`src/rtl/nzs_pkg.sv`:
```
package nzs_pkg;
    localparam int unsigned BX_W    = 4;
    localparam int unsigned MARK_W  = 8;
    localparam int unsigned NASIC_W = 4;
    localparam int unsigned DBG_W   = 8;
    localparam int unsigned DBG_N   = 4;
    localparam int unsigned ADC_W   = 6;
    localparam int unsigned N_CHAN  = 128;
    // no-data flag 0, truncation flag 1, length field all ones
    localparam logic [MARK_W-1:0] RAW_MARK = 8'h7F;
    localparam int unsigned HDR_W   = BX_W + MARK_W + NASIC_W + DBG_N * DBG_W;
endpackage

```
`src/rtl/nzs_bank_store.sv`:
```
module nzs_bank_store #(
    parameter int unsigned N_CHAN = nzs_pkg::N_CHAN,
    parameter int unsigned ADC_W  = nzs_pkg::ADC_W,
    parameter int unsigned HDR_W  = nzs_pkg::HDR_W,
    localparam int unsigned CH_W  = $clog2(N_CHAN),
    localparam int unsigned PTR_W = $clog2(N_CHAN + 1)
) (
    input  logic              clk,
    input  logic              rst_n,
    input  logic              mode_i,
    input  logic              wr_vld_i,
    input  logic [ADC_W-1:0]  wr_adc_i,
    input  logic              commit_i,
    input  logic [HDR_W-1:0]  hdr_i,
    input  logic              rel_i,
    input  logic [CH_W-1:0]   rd_idx_i,
    output logic              load_ok_o,
    output logic              rd_avail_o,
    output logic [HDR_W-1:0]  rd_hdr_o,
    output logic [ADC_W-1:0]  rd_adc_o
);
    typedef struct packed {
        logic [1:0][N_CHAN-1:0][ADC_W-1:0] mem;
        logic [1:0][HDR_W-1:0]             hdr;
        logic [1:0]                        full;
        logic                              wbank;
        logic                              rbank;
        logic [PTR_W-1:0]                  wr_ptr;
    } bank_t;

    bank_t s_d, s_q;
    logic  wr_ok;

    assign wr_ok = mode_i && !s_q.full[s_q.wbank];

    always_comb begin
        s_d = s_q;
        if (wr_ok && wr_vld_i && (s_q.wr_ptr < PTR_W'(N_CHAN))) begin
            s_d.mem[s_q.wbank][s_q.wr_ptr[CH_W-1:0]] = wr_adc_i;
            s_d.wr_ptr = s_q.wr_ptr + 1'b1;
        end
        if (wr_ok && commit_i) begin
            s_d.hdr[s_q.wbank]  = hdr_i;
            s_d.full[s_q.wbank] = 1'b1;
            s_d.wbank           = ~s_q.wbank;
            s_d.wr_ptr          = '0;
        end
        if (rel_i) begin
            s_d.full[s_q.rbank] = 1'b0;
            s_d.rbank           = ~s_q.rbank;
        end
    end

    always_ff @(posedge clk) begin
        if (!rst_n) s_q <= '0;
        else        s_q <= s_d;
    end

    assign load_ok_o  = wr_ok;
    assign rd_avail_o = s_q.full[s_q.rbank];
    assign rd_hdr_o   = s_q.hdr[s_q.rbank];
    assign rd_adc_o   = s_q.mem[s_q.rbank][rd_idx_i];

    AST_BLOCKED_PTR_HOLD: assert property (@(posedge clk) disable iff (!rst_n)
        !load_ok_o |=> $stable(s_q.wr_ptr));
    AST_RELEASE_NEEDS_FULL: assert property (@(posedge clk) disable iff (!rst_n)
        rel_i |-> rd_avail_o);
    AST_OFF_MODE_NO_LOAD: assert property (@(posedge clk) disable iff (!rst_n)
        !mode_i |-> !load_ok_o);
endmodule

```
`src/rtl/nzs_bit_sequencer.sv`:
```
module nzs_bit_sequencer #(
    parameter int unsigned N_CHAN = nzs_pkg::N_CHAN,
    parameter int unsigned ADC_W  = nzs_pkg::ADC_W,
    parameter int unsigned HDR_W  = nzs_pkg::HDR_W,
    localparam int unsigned PKT_LEN = HDR_W + N_CHAN * ADC_W,
    localparam int unsigned POS_W   = $clog2(PKT_LEN),
    localparam int unsigned CH_W    = $clog2(N_CHAN),
    localparam int unsigned SUB_W   = $clog2(ADC_W)
) (
    input  logic             clk,
    input  logic             rst_n,
    input  logic             avail_i,
    input  logic [HDR_W-1:0] hdr_i,
    input  logic [ADC_W-1:0] adc_i,
    output logic [CH_W-1:0]  rd_idx_o,
    output logic             rel_o,
    output logic             ser_bit_o,
    output logic             ser_valid_o,
    output logic             done_o,
    output logic [CH_W-1:0]  chan_o
);
    typedef struct packed {
        logic              busy;
        logic [POS_W-1:0]  pos;
        logic [CH_W-1:0]   idx;
        logic [SUB_W-1:0]  sub;
        logic              bit_o;
        logic              vld_o;
        logic              done_o;
        logic [CH_W-1:0]   chan_o;
    } seq_t;

    seq_t s_d, s_q;
    logic [HDR_W-1:0] hdr_sh;
    logic [ADC_W-1:0] adc_sh;
    logic             in_hdr;

    assign hdr_sh = hdr_i << s_q.pos;
    assign adc_sh = adc_i << s_q.sub;
    assign in_hdr = s_q.pos < POS_W'(HDR_W);

    always_comb begin
        s_d        = s_q;
        s_d.vld_o  = 1'b0;
        s_d.done_o = 1'b0;
        rel_o      = 1'b0;
        if (!s_q.busy) begin
            if (avail_i) begin
                s_d.busy = 1'b1;
                s_d.pos  = '0;
                s_d.idx  = '0;
                s_d.sub  = '0;
            end
        end else begin
            s_d.bit_o  = in_hdr ? hdr_sh[HDR_W-1] : adc_sh[ADC_W-1];
            s_d.vld_o  = 1'b1;
            s_d.chan_o = in_hdr ? '0 : s_q.idx;
            if (s_q.pos == POS_W'(PKT_LEN - 1)) begin
                s_d.done_o = 1'b1;
                s_d.busy   = 1'b0;
                rel_o      = 1'b1;
            end else begin
                s_d.pos = s_q.pos + 1'b1;
                if (!in_hdr) begin
                    if (s_q.sub == SUB_W'(ADC_W - 1)) begin
                        s_d.sub = '0;
                        s_d.idx = s_q.idx + 1'b1;
                    end else begin
                        s_d.sub = s_q.sub + 1'b1;
                    end
                end
            end
        end
    end

    always_ff @(posedge clk) begin
        if (!rst_n) s_q <= '0;
        else        s_q <= s_d;
    end

    assign rd_idx_o    = s_q.idx;
    assign ser_bit_o   = s_q.bit_o;
    assign ser_valid_o = s_q.vld_o;
    assign done_o      = s_q.done_o;
    assign chan_o      = s_q.chan_o;

    AST_DONE_WITH_BIT: assert property (@(posedge clk) disable iff (!rst_n)
        done_o |-> ser_valid_o);
    AST_GAP_AFTER_DONE: assert property (@(posedge clk) disable iff (!rst_n)
        done_o |=> !ser_valid_o);
    AST_START_NEEDS_EVENT: assert property (@(posedge clk) disable iff (!rst_n)
        $rose(s_q.busy) |-> $past(avail_i));
    AST_CHAN_NONDECREASING: assert property (@(posedge clk) disable iff (!rst_n)
        (ser_valid_o && $past(ser_valid_o)) |-> (chan_o >= $past(chan_o)));
    AST_POS_IN_RANGE: assert property (@(posedge clk) disable iff (!rst_n)
        s_q.busy |-> (s_q.pos < POS_W'(PKT_LEN)));
endmodule

```
`src/rtl/nzs_calib_packer.sv`:
```
module nzs_calib_packer #(
    parameter int unsigned N_CHAN  = nzs_pkg::N_CHAN,
    parameter int unsigned ADC_W   = nzs_pkg::ADC_W,
    parameter int unsigned BX_W    = nzs_pkg::BX_W,
    parameter int unsigned NASIC_W = nzs_pkg::NASIC_W,
    parameter int unsigned DBG_W   = nzs_pkg::DBG_W,
    localparam int unsigned HDR_W  = BX_W + nzs_pkg::MARK_W + NASIC_W + 4 * DBG_W,
    localparam int unsigned CH_W   = $clog2(N_CHAN)
) (
    input  logic               clk,
    input  logic               rst_n,
    input  logic               raw_mode,
    input  logic               smp_valid,
    input  logic [ADC_W-1:0]   smp_adc,
    input  logic               evt_commit,
    input  logic [BX_W-1:0]    evt_bxid,
    input  logic [NASIC_W-1:0] evt_asic_cnt,
    input  logic [DBG_W-1:0]   evt_cm_chans,
    input  logic [DBG_W-1:0]   evt_sig_chans,
    input  logic [DBG_W-1:0]   evt_rec_chans,
    input  logic [DBG_W-1:0]   evt_cm_value,
    output logic               load_ok,
    output logic               ser_bit,
    output logic               ser_valid,
    output logic               pkt_done,
    output logic [CH_W-1:0]    cur_chan
);
    logic [HDR_W-1:0] hdr_in, rd_hdr;
    logic [ADC_W-1:0] rd_adc;
    logic [CH_W-1:0]  rd_idx;
    logic             rd_avail, rel;

    assign hdr_in = {evt_bxid, nzs_pkg::RAW_MARK, evt_asic_cnt,
                     evt_cm_chans, evt_sig_chans, evt_rec_chans, evt_cm_value};

    nzs_bank_store #(.N_CHAN(N_CHAN), .ADC_W(ADC_W), .HDR_W(HDR_W)) u_store (
        .clk(clk), .rst_n(rst_n), .mode_i(raw_mode),
        .wr_vld_i(smp_valid), .wr_adc_i(smp_adc),
        .commit_i(evt_commit), .hdr_i(hdr_in),
        .rel_i(rel), .rd_idx_i(rd_idx),
        .load_ok_o(load_ok), .rd_avail_o(rd_avail),
        .rd_hdr_o(rd_hdr), .rd_adc_o(rd_adc)
    );

    nzs_bit_sequencer #(.N_CHAN(N_CHAN), .ADC_W(ADC_W), .HDR_W(HDR_W)) u_seq (
        .clk(clk), .rst_n(rst_n), .avail_i(rd_avail),
        .hdr_i(rd_hdr), .adc_i(rd_adc),
        .rd_idx_o(rd_idx), .rel_o(rel),
        .ser_bit_o(ser_bit), .ser_valid_o(ser_valid),
        .done_o(pkt_done), .chan_o(cur_chan)
    );

    AST_NOT_READY_AFTER_RESET: assert property (@(posedge clk) disable iff (!rst_n)
        $rose(rst_n) |-> !ser_valid);
endmodule

```
`config.mk`:
```
export PLATFORM = sky130hd
export DESIGN_NAME = nzs_calib_packer
export DESIGN_NICKNAME = d
export VERILOG_FILES = /design/src/rtl/nzs_pkg.sv /design/src/rtl/nzs_bank_store.sv /design/src/rtl/nzs_bit_sequencer.sv /design/src/rtl/nzs_calib_packer.sv
export SDC_FILE = /design/constraint.sdc
export NUM_CORES = 2
export LEC_CHECK = 0
export BUFFER_PORTS_ARGS = -buffer_cell sky130_fd_sc_hd__buf_2
export CAP_MARGIN = 15
export CORE_UTILIZATION = 40
export DETAILED_ROUTE_END_ITERATION = 8
export GPL_TIMING_DRIVEN = 0
export MAX_ROUTING_LAYER = met4
export PLACE_DENSITY = 0.59
export SLEW_MARGIN = 20
export SYNTH_ARGS = -nofsm -noshare
export SYNTH_HDL_FRONTEND = slang
export SYNTH_HIERARCHICAL = 1
export SYNTH_SLANG_ARGS = --single-unit
export TNS_END_PERCENT = 100
```
`constraint.sdc`:
```
create_clock -name clk -period 4 [get_ports clk]
set_clock_uncertainty 0.2 [all_clocks]
set_input_delay 0 -clock clk [delete_from_list [all_inputs] [get_ports clk]]
set_output_delay 0 -clock clk [all_outputs]
set_load 0.05 [all_outputs]
```
==> flow_summary.yaml <==
worst_setup_path:
  critPathMaxStageDelay_ns: 0.69
  endpoint_kind: "register"
  critPathSlowestCell: "o211ai_1"
  criticalPathCategory: "register to register"
  path_cells: "buf_4, clkbuf_4, buf_6, buf_6, buf_4, mux4_2, o211ai_1, o221ai_1, mux4_2, a21oi_2, a221oi_2"
  worstPathArrival_ns: 4.98
  worst_setup_path_start_kind: "register"
  crit_fanout: 10
  cp.required_ns: 4.52
route:
  drc: 0
  drtAntennaViolNets: 0
  avgRoutedWirePerCell_um: 32.2
  drt_wl_total_um: 389000
  dr.pass1.iters: 9
  drt_iter0_markers: 11269
  avgViaCountPerCell: 6.27
  vias: 75665
logic_synthesis:
  synth_top_family_by_area: "compound AO/OA/AOI/OAI gates"
  ys_ff_latch: 1675
  synth_top_area_share_pct: 42.4
  yosys.area_share.simple_pct: 16.0
  synthMuxAreaShare_pct: 14.5
  netlist_area_um2: 79200
  synthXorXnorAreaFrac_pct: 0.111
  syn_avg_cell_area_um2: 8.98
  yosys_warnings: 6
  synth_top_area_cell: "dfxtp_1"
  yosys.cell_types.count: 81
  synth-adder-area-share_pct: 0.0474
  synth_cells: 8813
  synth_area_leaders: "dfxtp_1, a21boi_0, mux4_2, nand2_1, o21ai_0"
  synth-compound-area-share_pct: 22.1
  async_reset_ff_share_pct: 0
  ys_seq_area_share_pct: 42.4
  synth_edf_count: 0
  dominantRegCellSynth: "dfxtp_1"
placement:
  dpl.hpwl_um: 282000
  gp_congestion: 1.06
  io_buffers: 55
  dp_slack_ns: -1.84
final_layout:
  synthToLayoutAreaGrowth_pct: 16.8
  final_nets: 9308
  regArea_um2: 33500
  final_util_pct: 47.2
  multi_input_area_um2: 42100
  n_fill_cell: 18835
  drive_gt1_share_pct: 13.4
global_routing:
  globalRouteMet3Util_pct: 10.6
  grt_max_degree: 17
  overflow: 0
  grt_pass1_wl_um: 535000
  grt_pass1_vias: 70133
  grtUsageMet2_pct: 54.8
  grt_usage_pct: 39.0
  met1_usage_pct: 49.3
  busiest_layer: "met2"
  antenna_found_initial: 31
sta:
  setup_viol: 7
  rsz0062_at_grt: "yes"
  slew_headroom_pct: 10.1
  setup_ws_ns: -0.466
  worst_pin_slew_ns: 1.35
  fin_crit_ns: 4.47
  hold_viol: 0
  period_share_pct: 112
  fmax_ghz: 0.224
  drv_slew: 0
  hold_ws_ns: 0.171
floorplanning:
  coreArea_um2: 196000
  start_util_pct: 40.4
  fp-row-count: 162
  die_area_um2: 200000
  chipHeight_um: 447
  ios: 62
  die_w_um: 447
clock_tree:
  clk_path_buf_depth: 3
  cts_max_level: 4
  cts_sinks: 1675
  ctsRootBufferMaster: "clkbuf_16"
  cts_tree: "yes"
  clk_transition_reported_paths_ns: 0.06
  insertion_delay_ns: 0.88
  numCtsBuffers: 188
power_and_ir_drop:
  ir_drop_v: 0.000469
  leakage_nw: 28.4
  p_per_area_nw_per_um2: 394
status:
  outcome: "finished with violations"
  violations: "negative setup slack"
job:
  maxCapViolCount: 0
hold_path:
  holdCritPathClass: "primary input to register"
## final cells by class
class	count	share of cell area, %
timing repair buffer	240	2.70
inverter	15	0.0636
clock inverter	56	0.647
multi-input combinational	6231	45.5
antenna	46	0.124
sequential	1675	36.3
buffer	903	5.10
tap	2624	3.55
clock buffer	287	6.06
## power by group
group	switching [mW]	internal (mW)	total [mW]
clock network	7.61	10.1	17.7
logic	1.37	0.596	1.97
registers	0.0268	16.7	16.7
## critical path, delay by kind of cell (launching register included)
kind,cells,cell delay [ns]
DFF,1,0.42
buffers and inverters,5,1.44
AOI/OAI and AO/OA,4,1.22
muxes,2,1.01
## metrics by stage
stage                     cells  setup TNS, ns  cell area (um^2)  power [mW]
after CTS                 11996         -0.783             91300        36.4
after global placement    11506        -544.85             82800        18.8
after floorplan            8827              0             79200        18.0
final                     12077          -1.04             92500        36.5
after detailed placement  11534        -222.96             83600        18.9
after global routing      12058         -0.363             92400        37.2
## state kept, by name, summed over array words and instances (netlist names)
name and count:
u_seq/rd_idx_o 7, u_store/s_q 1644, u_seq/done_o 1, u_seq/chan_o 7, u_seq/ser_valid_o 1, u_seq/s_q 14
u_seq/ser_bit_o 1
## routing by layer
metal | wire, um | vias to the layer above
met1 | 149000 | 37559
met5 | 0 | -
li1 | - | 31953
met3 | 49900 | 1140
met4 | 27700 | 0
met2 | 162000 | 5013
## cells in the mapped netlist (all sizes together), types with 7 or more instances
| cell | instances |
|---|---|
| a21oi | 37 |
| a221oi | 7 |
| o211ai | 14 |
| a22o | 7 |
| and2 | 18 |
| dfxtp | 1675 |
| or3 | 9 |
| nand3b | 11 |
| nand2 | 1864 |
| a22oi | 14 |
| buf | 209 |
| clkbuf | 697 |
| a211oi | 23 |
| nor2b | 75 |
| mux2 | 55 |
| inv | 15 |
| o22ai | 15 |
| o221ai | 21 |
| a31oi | 8 |
| mux2i | 166 |
| nand2b | 22 |
| mux4 | 407 |
| a21boi | 1579 |
| o21ai | 838 |
| nand3 | 700 |
| nor4 | 8 |
| and3 | 15 |
| nor2 | 204 |
| nor3 | 20 |
## cell families after synthesis
group,Yosys count
AOI/OAI and AO/OA,2608
buffers and inverters,921
adders and majority gates,3
xor gates and xnor gates,10
muxes,628
and+or+nand+nor,2966
other,2
DFF,1675
## what timing repair did
item                                    4_1_cts  5_1_grt
hold buffers                                 98        0
pin swaps                                    10       11
endpoints found under the setup margin      661       36
hold endpoints to repair                    617        0
gates resized for setup                     110      215
buffers inserted                             21       36
cloned                                        0        2
## cells in the final DEF (no fill, tap or decap), types with 13 or more instances in the layout
cell / count
buf_16: 30
mux4_2: 407
nor3_1: 16
and2_1: 16
dfxtp_1: 1674
a21boi_0: 1446
buf_12: 28
buf_4: 80
clkbuf_4: 20
dlygate4sd3_1: 98
nor2b_1: 74
clkbuf_8: 50
a21boi_1: 133
o221ai_1: 19
buf_6: 38
inv_1: 14
nand3_1: 700
clkinv_2: 34
clkbuf_2: 63
o21ai_0: 835
nand2b_1: 21
conb_1: 16
mux2_2: 55
o211ai_1: 13
buf_2: 141
nor2_1: 194
diode_2: 46
clkbuf_1: 665
nand2_1: 1862
clkbuf_16: 192
a21oi_1: 35
a211oi_1: 15
mux2i_1: 152
a22oi_1: 14
buf_8: 15
and3_1: 13
## final timing paths
check,start,endpoint,slack (ns),cells past startpoint
worst min register to register,u_store/s_q[1532],u_store/s_q[1532],0.25,2
worst max register to register,u_seq/rd_idx_o[1],u_seq/ser_bit_o,-0.47,11
worst min-delay path,smp_adc[1],u_store/s_q[769],0.17,4
worst max-delay path,u_seq/rd_idx_o[1],u_seq/ser_bit_o,-0.47,11
(Power assumes the default switching activity.)
